==> src/rtl/led_pkg.sv <==
// Shared types for the LED status driver.
// Assumes: nothing beyond IEEE 1800-2017.
package led_pkg;

    typedef enum logic [1:0] {
        LED_MODE_LINKACT   = 2'd0,
        LED_MODE_COLLISION = 2'd1,
        LED_MODE_DUPLEX    = 2'd2
    } led_mode_e;

endpackage

==> src/rtl/led_mode_dec.sv <==
// Decodes the two configuration bits into one of three lamp mappings.
// Assumes: cfg[0]=1 selects link/activity whatever cfg[1] is.
module led_mode_dec
    import led_pkg::*;
(
    input  logic [1:0] cfg,
    output led_mode_e  mode
);

    // Priority decode: bit 0 wins, then bit 1 picks duplex or collision.
    always_comb begin
        if (cfg[0]) begin
            mode = LED_MODE_LINKACT;
        end else if (cfg[1]) begin
            mode = LED_MODE_DUPLEX;
        end else begin
            mode = LED_MODE_COLLISION;
        end
    end

endmodule

==> src/rtl/led_act_stretch.sv <==
// Stretches one-clock activity pulses to a minimum visible on-time.
// act_vis is high in the pulse cycle and for STRETCH_CYCLES-1 cycles after.
// Assumes: STRETCH_CYCLES >= 1; link loss cancels any pending stretch.
module led_act_stretch #(
    parameter int STRETCH_CYCLES = 12_500_000
) (
    input  logic clk,
    input  logic rst_n,
    input  logic link_ok,
    input  logic act_pulse,
    output logic act_vis
);

    localparam int CNT_W = $clog2(STRETCH_CYCLES + 1);
    localparam logic [CNT_W-1:0] RELOAD = CNT_W'(STRETCH_CYCLES - 1);

    logic [CNT_W-1:0] remain_q;

    // Remaining hold cycles: reload on pulse, count down, clear on link loss.
    always_ff @(posedge clk) begin
        if (!rst_n || !link_ok) begin
            remain_q <= '0;
        end else if (act_pulse) begin
            remain_q <= RELOAD;
        end else if (remain_q != '0) begin
            remain_q <= remain_q - CNT_W'(1);
        end
    end

    // Visible while a pulse is present now or the hold has not run out.
    assign act_vis = link_ok & (act_pulse | (remain_q != '0));

endmodule

==> src/rtl/led_blink_gen.sv <==
// Free-running blink phase generator with a half-period of BLINK_HALF cycles.
// Phase starts "on" and is held there while link is down or in reset.
// Assumes: BLINK_HALF >= 1.
module led_blink_gen #(
    parameter int BLINK_HALF = 6_250_000
) (
    input  logic clk,
    input  logic rst_n,
    input  logic link_ok,
    output logic blink_on
);

    localparam int CNT_W = $clog2(BLINK_HALF + 1);
    localparam logic [CNT_W-1:0] LAST = CNT_W'(BLINK_HALF - 1);

    logic [CNT_W-1:0] div_q;
    logic             phase_q;

    // Divider and phase toggle; restart in the on phase when link is absent.
    always_ff @(posedge clk) begin
        if (!rst_n || !link_ok) begin
            div_q   <= '0;
            phase_q <= 1'b1;
        end else if (div_q == LAST) begin
            div_q   <= '0;
            phase_q <= ~phase_q;
        end else begin
            div_q <= div_q + CNT_W'(1);
        end
    end

    assign blink_on = phase_q;

endmodule

==> src/rtl/led_status_drv.sv <==
// Top of the three-lamp status driver. Combines mode decode, activity
// stretch and blink phase into registered lamp levels (1 = lamp on).
// Assumes: status inputs are synchronous to clk; pad polarity is handled
// outside this block.
module led_status_drv
    import led_pkg::*;
#(
    parameter int STRETCH_CYCLES = 12_500_000,
    parameter int BLINK_HALF     = 6_250_000
) (
    input  logic       clk,
    input  logic       rst_n,
    input  logic [1:0] led_cfg,
    input  logic       link_ok,
    input  logic       speed100,
    input  logic       act_pulse,
    input  logic       col,
    input  logic       fdx,
    output logic       led_link,
    output logic       led_speed,
    output logic       led_act
);

    led_mode_e mode;
    logic      act_vis;
    logic      blink_on;
    logic      link_nxt;
    logic      act_nxt;

    led_mode_dec u_dec (
        .cfg  (led_cfg),
        .mode (mode)
    );

    led_act_stretch #(
        .STRETCH_CYCLES (STRETCH_CYCLES)
    ) u_stretch (
        .clk       (clk),
        .rst_n     (rst_n),
        .link_ok   (link_ok),
        .act_pulse (act_pulse),
        .act_vis   (act_vis)
    );

    led_blink_gen #(
        .BLINK_HALF (BLINK_HALF)
    ) u_blink (
        .clk      (clk),
        .rst_n    (rst_n),
        .link_ok  (link_ok),
        .blink_on (blink_on)
    );

    // Next lamp levels selected by the decoded mode.
    always_comb begin
        case (mode)
            LED_MODE_LINKACT: begin
                link_nxt = link_ok;
                act_nxt  = act_vis;
            end
            LED_MODE_COLLISION: begin
                link_nxt = link_ok & (~act_vis | blink_on);
                act_nxt  = col;
            end
            default: begin
                link_nxt = link_ok & (~act_vis | blink_on);
                act_nxt  = fdx;
            end
        endcase
    end

    // Output registers: glitch-free lamp levels, cleared in reset.
    always_ff @(posedge clk) begin
        if (!rst_n) begin
            led_link  <= 1'b0;
            led_speed <= 1'b0;
            led_act   <= 1'b0;
        end else begin
            led_link  <= link_nxt;
            led_speed <= speed100;
            led_act   <= act_nxt;
        end
    end

endmodule

==> config.mk <==
export PLATFORM = sky130hd
export DESIGN_NAME = led_status_drv
export DESIGN_NICKNAME = d
export VERILOG_FILES = /design/src/rtl/led_pkg.sv /design/src/rtl/led_mode_dec.sv /design/src/rtl/led_act_stretch.sv /design/src/rtl/led_blink_gen.sv /design/src/rtl/led_status_drv.sv
export SDC_FILE = /design/constraint.sdc
export NUM_CORES = 1
export LEC_CHECK = 0
export BUFFER_PORTS_ARGS = -buffer_cell sky130_fd_sc_hd__buf_4
export CORE_MARGIN = 1
export CORE_UTILIZATION = 50
export DETAILED_ROUTE_END_ITERATION = 6
export PLACE_DENSITY = 0.67
export SETUP_SLACK_MARGIN = 0.02
export SLEW_MARGIN = 20
export SYNTH_ARGS = -nofsm -noshare
export SYNTH_HDL_FRONTEND = slang
export SYNTH_SLANG_ARGS = --single-unit
==> constraint.sdc <==
create_clock -name clk -period 2.7 [get_ports clk]
set_input_delay 0.27 -clock clk [delete_from_list [all_inputs] [get_ports clk]]
set_output_delay 0.27 -clock clk [all_outputs]
set_load 0.1 [all_outputs]
Word-level counts from Yosys, hierarchy flattened
Cells that the tools add are included.

Register bits: 51. Input port bits: 9. Logic and storage cells: 31.

$add $sub $neg: 2. Eq/ne operators: 2. Multiplexer cells: 6. Bitwise operators: 6. Reductions and logical operators: 8.

Operators with widths (count): $mux 24 (2); $reduce_bool 24->1 (1); $sub 24x1->24 const B (1); $add 23x1->23 const B (1); $eq 23x23->1 const B (1); $mux 2 (2); $reduce_or 2->1 (2); $and 1x1->1 (2); $eq 2x1->1 const B (1); $logic_not 1->1 (2); $logic_not 2->1 (1); $not 1->1 (2); $or 1x1->1 (2); $pmux 1 s2 (1); $reduce_bool 2->1 (1); $logic_or 1x1->1 (1); $mux 1 (1).

Logic depth before layout (Yosys ltp)
Depth after elaboration: 7. Gate-level depth with buffers: 8. Depth with buffers taken out: 7.

Modules after synthesis
A second synthesis with hierarchy kept.

Cell total of the unflattened synthesis: 306. Area total of the unflattened synthesis: 2643.8 µm².

By module, submodules not included: led_act_stretch (instances 1, cells each 167, area an instance 1427.6 µm²); led_blink_gen (instances 1, cells each 127, area an instance 1092.3 µm²); led_status_drv (instances 1, cells each 10, area an instance 111.4 µm²); led_mode_dec (instances 1, cells each 2, area an instance 12.5 µm²).

Worst setup path after synthesis
Ideal clock, no wire load.

Path kind: reg-to-reg. Start: register u_stretch.remain_q[0]. End: register led_act. Arrival: 2.078 ns. Required time: 2.585 ns. Setup slack: 0.507 ns. Cell stages (with the launch flop): 8. Buffers on the path: 1. Period minus slack after synthesis: 2.193 ns. Cell sequence: dfxtp_1 -> inv_1 -> ha_1 -> or4b_4 -> or4_1 -> buf_2 -> o311a_1 -> o21a_1.

Word-level cells in the longest chain between the ends: 4.

Ends and longest elaborated chain: start, declared (line led_act_stretch.sv:17) `logic [CNT_W-1:0] remain_q;`; start signal, assigned (line led_act_stretch.sv:26) `remain_q <= remain_q - CNT_W'(1);`; $reduce_bool 24->1 (line led_act_stretch.sv:31) `assign act_vis = link_ok & (act_pulse | (remain_q != '0));`; $or 1x1->1 (line led_act_stretch.sv:31); $and 1x1->1 (line led_act_stretch.sv:31); $pmux 1 s2 (line led_status_drv.sv:56) `case (mode)`; end signal, assigned (line led_status_drv.sv:81) `led_act <= act_nxt;`; end, declared (line led_status_drv.sv:21) `output logic led_act`.

Every way passes these cells. A chain may end at the register's enable or synchronous reset.

Worst setup path in the final report
Start: register u_stretch.remain_q[0]. End: register u_stretch.remain_q[10].

Word-level cells in the longest chain between the ends: 3.

Ends and longest elaborated chain: $sub 24x1->24 (line led_act_stretch.sv:26); $mux 24 (line led_act_stretch.sv:25) `end else if (remain_q != '0) begin`; $mux 24 (line led_act_stretch.sv:23) `end else if (act_pulse) begin`.

Several ways; a longest one is shown, not always the timed one. The select of a mux whose other input is x is not followed.

==> run metrics <==
status completed; final worst slack 0.350 ns; total negative slack 0 ns; final hold slack 0.175 ns; HP Class in -> reg; antenna diode instance count 0; data arrival time of the critical path 2.52 ns; Seq cells post-synth 51; Tcrit/Tclk final 87.0%; DR pass1 iterations 4; cell mode on critical path a211oi_1; DR vias/cell 5.67; CP Class reg -> reg; largest net degree at the start of global routing 20; Synth Net Count 295; Crit-path slowest cell nor4_4; clk slew on worst S/H paths 0.09 ns; drt total wl 4680 um; Routed Antenna Nets 0; NumNets Final 308; CORE AREA 0.00450 mm^2; Post-CTS Setup Bufs 0; vias in the first global route 1899; CP Max Fanout 10; Initial Utilization 53.8%; worst path cell trace inv_1 -> ha_1 -> or4b_4 -> nor4_4 -> a211oi_1 -> a211oi_1 -> a311oi_1; # rows 24; Yosys cell types 44; Static Leakage 0.960 nW; hold path start speed100; Clock Path Buffers 2; clk_skew 0.00609 ns; Critical Path Max Stage Delay 0.53 ns; Top Ports 12; ys async rst share 0%; minimum clock period 2.35 ns; drc violations 0; die height 71.6 um; Worst-Skew Late Latency 0.30 ns; critical path required time 2.87 ns; dpl ws 0.383 ns; worst path bufs/invs 1; Seq/Total Area, Yosys 42.1%; Vias 1979; post-route cell area 0.00265 mm^2; Die Wd 71.6 um; Post-synth EDFFs 0; area of placed instances 0.00256 mm^2; CTS root buffer clkbuf_8; Port Buf Inserts 11; Final Max Tran Viols 0; Final setup viols 0; most common cell after layout, fill and taps aside dfxtp_1; Routed wire per std cell 13.4 um; commonest cells after routing, fill and taps aside 51 x dfxtp_1, 45 x nor2_1, 21 x xor2_1, 17 x nor3_1; CTS sink count 51; Fill cells 403; worst vdd ir 0.000373 V; mapped cell area 0.00242 mm^2; 1st-iter DRT viols 111; H-tree depth 2; Mapped Cells 283; Max transition margin 61.4%; Cell Count, Final, Fillers Out 349; startpoint types flop; CTS tree yes; number of synthesis warnings 0; dpl hpwl 3330 um; first-pass GRT wire length 8420 um; Multi-input gate area 0.00132 mm^2; Critical Path Sink Type flop; Final Hold Fails 0; die area 0.00513 mm^2; grt ovf 0; Max Cap Violations 0; Core Util, Final 58.9%; GP Congestion 0.853; delay-heaviest family, CP simple AND/OR/NAND/NOR gates; Syn Area/Cell 8.56 um^2; initial antenna violation count 0; crit path from u_stretch.remain_q[0]; Tot Pwr 1.50 mW; placed insts 341; actual slew at the worst max-slew pin 0.565 ns; cts hold-fix bufs 0; GRT Overall Usage 20.4%; fmax 425 MHz; Reg2Reg Launch Point u_stretch.remain_q[0]; CTS buffer count 5; Primary FF master, synth dfxtp_1; CTS resizes 0; pwr/cell area 567 mW/mm^2; share of layout cells above drive strength 1 9.43%; RSZ-0062 raised after global routing false; Area Growth Syn to Fin 9.45%; FF+latch area 0.00102 mm^2
[power by group]
part / leakage, nW / internal (mW) / switching, mW
sequential: 0.415 / 0.776 / 0.0267
combinational: 0.496 / 0.105 / 0.161
clock: 0.0483 / 0.183 / 0.253
[worst paths after layout]
path                                 end  slack, ns  cells past startpoint
setup / recovery  u_stretch.remain_q[10]       0.35                      7
hold reg to reg         u_blink.div_q[0]       0.47                      1
setup reg to reg  u_stretch.remain_q[10]       0.35                      7
hold / removal                 led_speed       0.17                      2
[kinds of logic (layout without fill, tap and decap cells)]
family | after synthesis | count (layout) | share of synthesized area [%]
flip-flops | 51 | 51 | 42.1
buffers and inverters | 21 | 35 | 3.36
XOR/XNOR | 36 | 36 | 13.0
AND/OR/NAND/NOR | 133 | 133 | 28.3
AO/OA/AOI/OAI | 38 | 38 | 11.3
adder cells (fa/ha/maj) | 3 | 3 | 1.55
multiplexers | 1 | 1 | 0.413
[area by class of cell]
class | instances | share of cell area [%]
Tap cell | 52 | 2.45
Clock inverter | 3 | 0.708
Multi-Input combinational cell | 211 | 49.8
Inverter | 12 | 1.70
Clock buffer | 5 | 2.59
Sequential cell | 51 | 38.5
Timing Repair Buffer | 15 | 4.25
[sequential cells by signal, summed over array words and instances, names as in the netlist]
| name | count |
|---|---|
| u_stretch.remain_q | 24 |
| u_blink.div_q | 23 |
| led_link | 1 |
| led_speed | 1 |
| u_blink.blink_on | 1 |
| led_act | 1 |
[layer usage]
metal / routed length [um] / part of all wire, % / GRT usage, % / up-vias
met4: 29 / 0.62 / 4.58 / 0
li1: - / - / - / 1035
met1: 2560 / 55 / 29.5 / 914
met5: 0 / 0 / 0 / -
met2: 1950 / 42 / 31.7 / 26
met3: 139 / 3.0 / 4.08 / 4
[cells in the mapped netlist (all sizes together), types with 2 or more instances]
| cell | instances | area share [%] |
|---|---|---|
| o21a | 2 | 0.62 |
| inv | 12 | 1.9 |
| ha | 3 | 1.5 |
| a21oi | 10 | 2.1 |
| nor2b | 4 | 1.0 |
| nand2 | 16 | 2.5 |
| nor4 | 7 | 2.7 |
| o211ai | 4 | 1.4 |
| dfxtp | 51 | 42 |
| xor2 | 21 | 7.6 |
| or4 | 4 | 1.2 |
| or3 | 2 | 0.52 |
| or4b | 2 | 0.98 |
| clkbuf | 6 | 0.93 |
| nor3 | 17 | 3.5 |
| o31a | 2 | 0.72 |
| nand4 | 8 | 2.1 |
| a211oi | 5 | 1.5 |
| a311oi | 3 | 1.1 |
| and3 | 4 | 1.0 |
| xnor2 | 15 | 5.4 |
| buf | 3 | 0.57 |
| nor2 | 45 | 7.0 |
| nor4b | 3 | 1.1 |
| and2 | 3 | 0.77 |
| a31oi | 3 | 0.77 |
| nand3 | 16 | 3.3 |
Note: power is estimated with default switching activity, not from simulation.
